==> config.mk <==
export PLATFORM = sky130hd
export DESIGN_NAME = async_tx
export DESIGN_NICKNAME = d
export VERILOG_FILES = /design/src/rtl/async_tx.sv
export SDC_FILE = /design/constraint.sdc
export NUM_CORES = 1
export LEC_CHECK = 0
export CORE_MARGIN = 2
export CORE_UTILIZATION = 54
export DETAILED_ROUTE_END_ITERATION = 8
export MAX_ROUTING_LAYER = met4
export PLACE_DENSITY = 0.87
export SETUP_SLACK_MARGIN = 0.15
export SYNTH_ARGS = -nofsm -noshare
export SYNTH_HDL_FRONTEND = slang
export SYNTH_SLANG_ARGS = --single-unit
==> constraint.sdc <==
create_clock -name clk -period 2.8 [get_ports clk]
set_input_delay 0.56 -clock clk [delete_from_list [all_inputs] [get_ports clk]]
set_output_delay 0.56 -clock clk [all_outputs]
set_load 0.03 [all_outputs]
==> src/rtl/async_tx.sv <==
module async_tx #(
  parameter int DIV_W      = 16,
  parameter int OVERSAMPLE = 16
) (
  input  logic       clk,
  input  logic       rst_n,
  input  logic       wr_en,
  input  logic       wr_addr,
  input  logic       div_sel,
  input  logic [7:0] wr_data,
  input  logic [1:0] cfg_len,
  input  logic       cfg_par_en,
  input  logic       cfg_par_odd,
  input  logic       cfg_stop_long,
  output logic       txd,
  output logic       hold_empty,
  output logic       tx_empty
);

  localparam int TW = $clog2(2 * OVERSAMPLE);
  localparam logic [TW-1:0] BIT_LAST   = TW'(OVERSAMPLE - 1);
  localparam logic [TW-1:0] STOP1_LAST = TW'(OVERSAMPLE - 1);
  localparam logic [TW-1:0] STOPH_LAST = TW'(OVERSAMPLE * 3 / 2 - 1);
  localparam logic [TW-1:0] STOP2_LAST = TW'(2 * OVERSAMPLE - 1);

  typedef enum logic [2:0] {S_IDLE, S_START, S_DATA, S_PAR, S_STOP} tx_state_t;

  logic [DIV_W-1:0] div_q, bcnt;
  logic [DIV_W:0]   bnext;
  logic             tick;

  tx_state_t  state;
  logic [TW-1:0] tcnt;
  logic [2:0]    bidx, f_last;
  logic [7:0]    shreg, hold_q;
  logic          f_par_en, f_par_bit;
  logic [TW-1:0] f_stop_last;

  logic       hold_wr, load, bit_end, stop_end;
  logic [7:0] len_mask;

  assign hold_wr  = wr_en && !div_sel && !wr_addr;
  assign bnext    = {1'b0, bcnt} + (DIV_W+1)'(1);
  assign tick     = bnext >= {1'b0, div_q};
  assign bit_end  = tcnt == BIT_LAST;
  assign stop_end = (state == S_STOP) && (tcnt == f_stop_last);
  assign load     = tick && !hold_empty && (state == S_IDLE || stop_end);
  assign len_mask = 8'hFF >> (2'd3 - cfg_len);
  assign tx_empty = hold_empty && (state == S_IDLE);

  always_ff @(posedge clk or negedge rst_n) begin
    if (!rst_n) begin
      div_q <= DIV_W'(1);
      bcnt  <= '0;
    end else begin
      bcnt <= tick ? '0 : bnext[DIV_W-1:0];
      if (wr_en && div_sel) begin
        if (!wr_addr) div_q[7:0] <= wr_data;
        else          div_q[DIV_W-1:8] <= wr_data[DIV_W-9:0];
      end
    end
  end

  always_ff @(posedge clk or negedge rst_n) begin
    if (!rst_n) begin
      hold_q     <= '0;
      hold_empty <= 1'b1;
    end else begin
      if (hold_wr) begin
        hold_q     <= wr_data;
        hold_empty <= 1'b0;
      end else if (load) begin
        hold_empty <= 1'b1;
      end
    end
  end

  always_ff @(posedge clk or negedge rst_n) begin
    if (!rst_n) begin
      state       <= S_IDLE;
      tcnt        <= '0;
      bidx        <= '0;
      shreg       <= '0;
      f_last      <= '0;
      f_par_en    <= 1'b0;
      f_par_bit   <= 1'b0;
      f_stop_last <= STOP1_LAST;
      txd         <= 1'b1;
    end else if (load) begin
      state     <= S_START;
      tcnt      <= '0;
      bidx      <= '0;
      shreg     <= hold_q & len_mask;
      f_last    <= 3'd4 + {1'b0, cfg_len};
      f_par_en  <= cfg_par_en;
      f_par_bit <= (^(hold_q & len_mask)) ^ cfg_par_odd;
      if (!cfg_stop_long)      f_stop_last <= STOP1_LAST;
      else if (cfg_len == 2'd0) f_stop_last <= STOPH_LAST;
      else                      f_stop_last <= STOP2_LAST;
      txd <= 1'b0;
    end else if (tick) begin
      tcnt <= tcnt + TW'(1);
      unique case (state)
        S_START: if (bit_end) begin
          state <= S_DATA;
          tcnt  <= '0;
          txd   <= shreg[0];
        end
        S_DATA: if (bit_end) begin
          tcnt  <= '0;
          shreg <= shreg >> 1;
          if (bidx == f_last) begin
            state <= f_par_en ? S_PAR : S_STOP;
            txd   <= f_par_en ? f_par_bit : 1'b1;
          end else begin
            bidx <= bidx + 3'd1;
            txd  <= shreg[1];
          end
        end
        S_PAR: if (bit_end) begin
          state <= S_STOP;
          tcnt  <= '0;
          txd   <= 1'b1;
        end
        S_STOP: if (stop_end) begin
          state <= S_IDLE;
          tcnt  <= '0;
        end
        default: tcnt <= '0;
      endcase
    end
  end

  a_r1_idle_high: assert property (@(posedge clk) disable iff (!rst_n)
    (state == S_IDLE) |-> txd);
  a_r1_start_low: assert property (@(posedge clk) disable iff (!rst_n)
    (state == S_START) |-> !txd);
  a_r1_stop_high: assert property (@(posedge clk) disable iff (!rst_n)
    (state == S_STOP) |-> txd);
  a_r5_count_on_tick: assert property (@(posedge clk) disable iff (!rst_n)
    !tick |=> $stable(tcnt));
  a_r4_stop_bound: assert property (@(posedge clk) disable iff (!rst_n)
    (state == S_STOP) |-> (tcnt <= f_stop_last));
  a_r7_write_fills: assert property (@(posedge clk) disable iff (!rst_n)
    hold_wr |=> !hold_empty);
  a_r8_load_empties: assert property (@(posedge clk) disable iff (!rst_n)
    (load && !hold_wr) |=> (hold_empty && state == S_START));
  a_r9_empty_quiet: assert property (@(posedge clk) disable iff (!rst_n)
    tx_empty |-> (txd && hold_empty));

endmodule

# ---- Word level (Yosys, flattened, before mapping)
# Cells that the tools add are included.
dict set report totals {
  elab_cells 100
  out_inout_bits 3
  reg_bits 71
}
dict set report op_classes {
  n_reduce_logical 27
  n_lt_le_gt_ge 1
  eq_ne 13
  bitwise_logic 3
  muxes 36
  shift 1
  n_addsub 5
}
# operator n
set op_table {}
lappend op_table {{$mux 3} 13}
lappend op_table {{$mux 8} 4}
lappend op_table {{$mux 5} 5}
lappend op_table {{$add 16x1->17 const B} 1}
lappend op_table {{$ge 17x16->1} 1}
lappend op_table {{$mux 16} 1}
lappend op_table {{$ne 3x3->1 const B} 5}
lappend op_table {{$pmux 3 s4} 1}
lappend op_table {{$pmux 5 s2} 1}
lappend op_table {{$mux 1} 9}
lappend op_table {{$and 8x8->8} 1}
lappend op_table {{$reduce_bool 2->1} 4}
lappend op_table {{$reduce_xor 8->1} 1}
lappend op_table {{$shr 8x2->8 const A} 1}
lappend op_table {{$logic_and 1x1->1} 7}
lappend op_table {{$reduce_and 7->1} 1}
lappend op_table {{$eq 3x2->1 const B} 2}
lappend op_table {{$add 5x1->5 const B} 1}
lappend op_table {{$eq 5x4->1 const B} 1}
lappend op_table {{$eq 5x5->1} 1}
lappend op_table {{$reduce_and 5->1} 1}
lappend op_table {{$reduce_bool 5->1} 1}
lappend op_table {{$mux 4} 1}
lappend op_table {{$reduce_and 2->1} 2}
lappend op_table {{other kinds (18)} 20}

# ---- Depth between registers and ports, before layout
# Gate-level depths: netlist of the first run.
dict set report logic_depth {
  ltp_word 6
  ltp_mapped 13
  ltp_nobuf 12
}

# ---- Worst setup path before layout of the first run
# Ideal clock, no wire load.
dict set report synth_timing {
  kind {register -> register}
  start {register bcnt[0]}
  end {register state[0]}
  slack_ns -0.017
  path_stages_with_launch 12
  synth_period_minus_slack_ns 2.817
  path_buffers 0
  t_arrival_ns 2.692
  path_cell_list {dfrtp_1 ha_1 nand3_1 or2_2 nor3_1 xor2_1 ha_1 a21o_1 a21oi_1 nand4_2 nand4_1 mux2_2}
}
dict set report synth_via {
  elab_chain_cells 6
  elab_cells_between_ends 13
}
# element line_no
set synth_lines {}
lappend synth_lines {{start: declaration} 28} ;# logic [DIV_W-1:0] div_q, bcnt;
lappend synth_lines {{start signal: assignment} 56} ;# bcnt <= tick ? '0 : bnext[DIV_W-1:0];
lappend synth_lines {{$add 16x1->17 *} 43} ;# assign bnext = {1'b0, bcnt} + (DIV_W+1)'(1);
lappend synth_lines {{$ge 17x16->1 *} 44} ;# assign tick = bnext >= {1'b0, div_q};
lappend synth_lines {{$logic_and 1x1->1 (2 in series)} 47} ;# assign load = tick && !hold_empty && (state == S_IDLE || stop_end);
lappend synth_lines {{$ne 3x3->1 (no line) (tied with other cells)} --}
lappend synth_lines {{$reduce_and 7->1 (no line)} --}
lappend synth_lines {{end signal: assignment} 113} ;# state <= f_par_en ? S_PAR : S_STOP;
lappend synth_lines {{end: declaration} 32} ;# tx_state_t state;
# Mark *: on every way between the ends. The rest lies on a longest branch, timed or not.
# A chain may end at the register's enable or synchronous reset.

# ---- Worst setup path after layout of the first run
dict set report layout_timing {
  start {register bcnt[0]}
  end {register state[1]}
}
# The elaborated chain is that of the path after synthesis.

==> results of run 1 <==
-- power by group through the flow --
stage               Clock [mW]  Sequential, mW  Combinational [mW]
floorplan                    0            1.35               0.785
global placement             0            1.38               0.993
detailed placement           0            1.39                1.05
CTS                      0.888            1.39                1.15
global route             0.922            1.43                1.37
finish                   0.884            1.41                1.25
-- registers in the layout, indices dropped and copies added, names as in the netlist, 2 cells and up --
register / flops
bcnt: 16
bidx: 3
div_q: 16
f_last: 3
f_stop_last: 2
hold_q: 8
shreg: 8
state: 3
tcnt: 5
-- metal layers --
metal  vias up  routed length [um]
met1      1402                3530
met3        16                 423
met5         -                   0
met4         0                 161
li1       1277                   -
met2        92                4260
-- worst min path at each step --
| stage | end | slack, ns | cells after the start |
|---|---|---|---|
| final | div_q[10] | 0.21 | 2 |
| after global routing | div_q[15] | 0.26 | 2 |
| after CTS | div_q[11] | 0.23 | 2 |
| after detailed placement | f_last[2] | 0.48 | 1 |
| after global placement | f_last[2] | 0.47 | 1 |
| after floorplan | bcnt[0] | 0.26 | 0 |
-- critical path, stage by stage, from the launching register on --
cell and delay [ns]:
dfrtp_1 0.41, ha_2 0.24, nand3_4 0.11, or2_4 0.28, nor2_1 0.12, xor2_1 0.24
ha_1 0.30, a21oi_1 0.17, o21ai_0 0.10, nand2b_1 0.12, nand4_4 0.17, nand4_1 0.25
mux2_2 0.37
-- through the flow --
stage,hold WS (ns),area (um^2)
after global routing,0.262,4520
after detailed placement,0.481,4030
after CTS,0.229,4400
after global placement,0.472,4030
after floorplan,0.264,3670
final,0.207,4520
-- timing repair --
item                       in CTS  in global routing
setup buffers                   7                  4
setup endpoints to repair      43                 44
pin swaps                      21                 12
gates resized for setup        21                 22
-- cell type report --
| class | instances | area [um^2] |
|---|---|---|
| fill | 394 | 1910 |
| clock inverter | 7 | 91.3 |
| multi-input combinational | 233 | 2000 |
| timing repair buffer | 43 | 395 |
| tap | 77 | 96.3 |
| inverter | 26 | 97.6 |
| clock buffer | 9 | 124 |
| sequential | 68 | 1710 |
-- placed cells by master (no fill, tap or decap), drive strengths merged, types with 6 or more instances in the layout --
| master | synthesis | final |
|---|---|---|
| mux2 | 33 | 33 |
| xnor2 | 14 | 14 |
| dfrtp | 64 | 64 |
| nand2 | 22 | 22 |
| a21oi | 9 | 9 |
| nor3 | 9 | 9 |
| clkbuf | 3 | 9 |
| buf | 4 | 24 |
| nor2 | 17 | 17 |
| xor2 | 13 | 13 |
| o22ai | 8 | 8 |
| nand4 | 9 | 9 |
| o21ai | 13 | 13 |
| nand3 | 12 | 12 |
| a2bb2oi | 6 | 6 |
| inv | 26 | 26 |
| nor2b | 15 | 15 |
| clkdlybuf4s50 | 0 | 19 |
| ha | 21 | 21 |
-- logic make-up (layout without fill, tap and decap cells) --
| kind of cell | after synthesis | in the layout | synth area share |
|---|---|---|---|
| XOR/XNOR | 27 | 27 | 0.0649 |
| adder cells (fa/ha/maj) | 21 | 21 | 0.0721 |
| AND/OR/NAND/NOR | 95 | 95 | 0.140 |
| flip-flops | 68 | 68 | 0.468 |
| AO/OA/AOI/OAI | 56 | 56 | 0.113 |
| buffers and inverters | 33 | 85 | 0.0371 |
| multiplexers | 34 | 34 | 0.105 |
==> metrics.md, run 1 <==
| Metric | Value |
|---|---|
| Most frequent cell after synthesis | `dfrtp_1` |
| Final Wtd Congestion | `0.894` |
| Total congestion overflow | `0` |
| Root Buffer Master | `clkbuf_8` |
| I/O pins | `21` |
| Number of setup violations in the final report | `29` |
| Proportion of netlist area held by the largest area contributor | `0.440` |
| Leak | `2.11 nW` |
| R2R Path End | `state[1]` |
| Logic pwr share | `0.353` |
| Pwr Density | `between 700 and 800 nW/um^2` |
| Chip height | `86.1 um` |
| Worst vdd ir | `0.703 mV` |
| Rows | `29` |
| Largest net degree at the start of global routing | `69` |
| Cell count after synthesis | `334` |
| Clk network pwr share | `0.249` |
| Slew headroom | `0.652` |
| Top Usage Layer GRT | `met2` |
| Pins Over Slew Limit | `0` |
| Total power | `about 3.5 mW` |
| Clock Latency Late Sink | `0.36 ns` |
| CTS max path bufs | `2` |
| Grt met1 use | `0.304` |
| First-pass GRT wire length | `13.4 mm` |
| Hold buffers post-CTS | `0` |
| Slew @ Worst Pin | `just over 0.5 ns` |
| Final hold violations | `0` |
| Proportion of layout cells with a drive suffix above 1 | `0.311` |
| Antenna violations before repair | `0` |
| Post-Syn Area | `3640 um^2` |
| Critical path class | `flip-flop to flip-flop` |
| Final Worst Setup Slack | `-0.188 ns` |
| TritonRoute pass-1 iters | `4` |
| Die W | `~86 um` |
| Register share of total power | `0.397` |
| Final wirelength | `roughly 8.4 mm` |
| Sequential area share after synthesis | `0.468` |
| Largest area contributor in the netlist | `dfrtp_1` |
| RSZ-0062 raised after global routing | `true` |
| CP startpoint | `bcnt[0]` |
| Fmax achieved | `0.335 GHz` |
| H-tree levels | `3` |
| Die ar. | `7420 um^2` |
| Setup TNS Final | `-2.22 ns` |
| Net count after synthesis | `between 300 and 400` |
| Main synth FF type | `dfrtp_1` |
| Vias per Instance | `6.02` |
| Final net count | `420` |
| CTS tree | `yes` |
| Clk slew on worst S/H paths | `~0.080 ns` |
| Core footprint | `approximately 6400 um^2` |
| Met3 Track Usage GR | `0.0452` |
| Final Skew | `just under 0.01 ns` |
| DRC violations left | `0` |
| R2R Setup Slk | `-0.19 ns` |
| Vias in the first global route | `~2,800` |
| Run status | `finished, violations left` |
| Number of synthesized flops with an enable pin | `0` |
| Via count | `2,787` |
| Synth Warn # | `0` |
| Switching pwr | `1.22 mW` |
| Final core utilization | `0.703` |
| Port bufs | `20` |
| Internal power | `2.32 mW` |
| Nature of the critical path startpoint | `flip-flop` |
| Mean Syn Cell Area | `10.9 um^2` |
| Area delta synth->final | `24.0%` |
| Critical R2R Launch | `bcnt[0]` |
| R2R depth | `12` |
| Switching share of power | `0.344` |
| Final Critical Period | `2.99 ns` |
| Drt initial violations | `226` |
| Fraction of registers with async set/reset | `1.00` |
| Final HPWL DP | `5.25 mm` |
| DP Cell Count | `between 400 and 500` |
| Grt met2 use | `0.389` |
| Synth top area cells | `dfrtp_1, mux2_2, ha_1` |
| CP endpoint | `state[1]` |
| Worst-path fanout max | `5` |
| Hold Crit Class | `primary input to async pin` |
| Initial Util | `0.567` |
| Gr usage total | `0.242` |
| Failing checks | `negative setup slack` |
| # diodes | `0` |
| Period utilization | `1.07` |
| Synth cell count leaders | `dfrtp_1, mux2_2, inv_1` |
| Max_cap viols | `0` |
| Flops & latches, synth | `68` |
| Required time of the critical path | `3.05 ns` |
| Finished Layout Cells | `463` |
| Routed Antenna Nets | `0` |
| Place WS | `-0.116 ns` |
| CTS Sinks | `about 70` |
| CP Capture Type | `flip-flop` |
| Total CTS buffers | `9` |
| Yosys cell types | `about 50` |
| Wire per inst | `18.1 um` |
| Worst Path Arrival | `3.23 ns` |
No activity file was read; power rests on OpenSTA's default activity.
==> inputs of run 2 (changes only) <==
--- a/config.mk
+++ b/config.mk
@@ -7,6 +7,7 @@
 export LEC_CHECK = 0
 export CORE_MARGIN = 2
 export CORE_UTILIZATION = 54
+export CTS_CLUSTER_SIZE = 14
 export DETAILED_ROUTE_END_ITERATION = 8
 export MAX_ROUTING_LAYER = met4
 export PLACE_DENSITY = 0.87
==> results of run 2 <==
The final DEF is identical to that of run 1; final timing and power are the same.
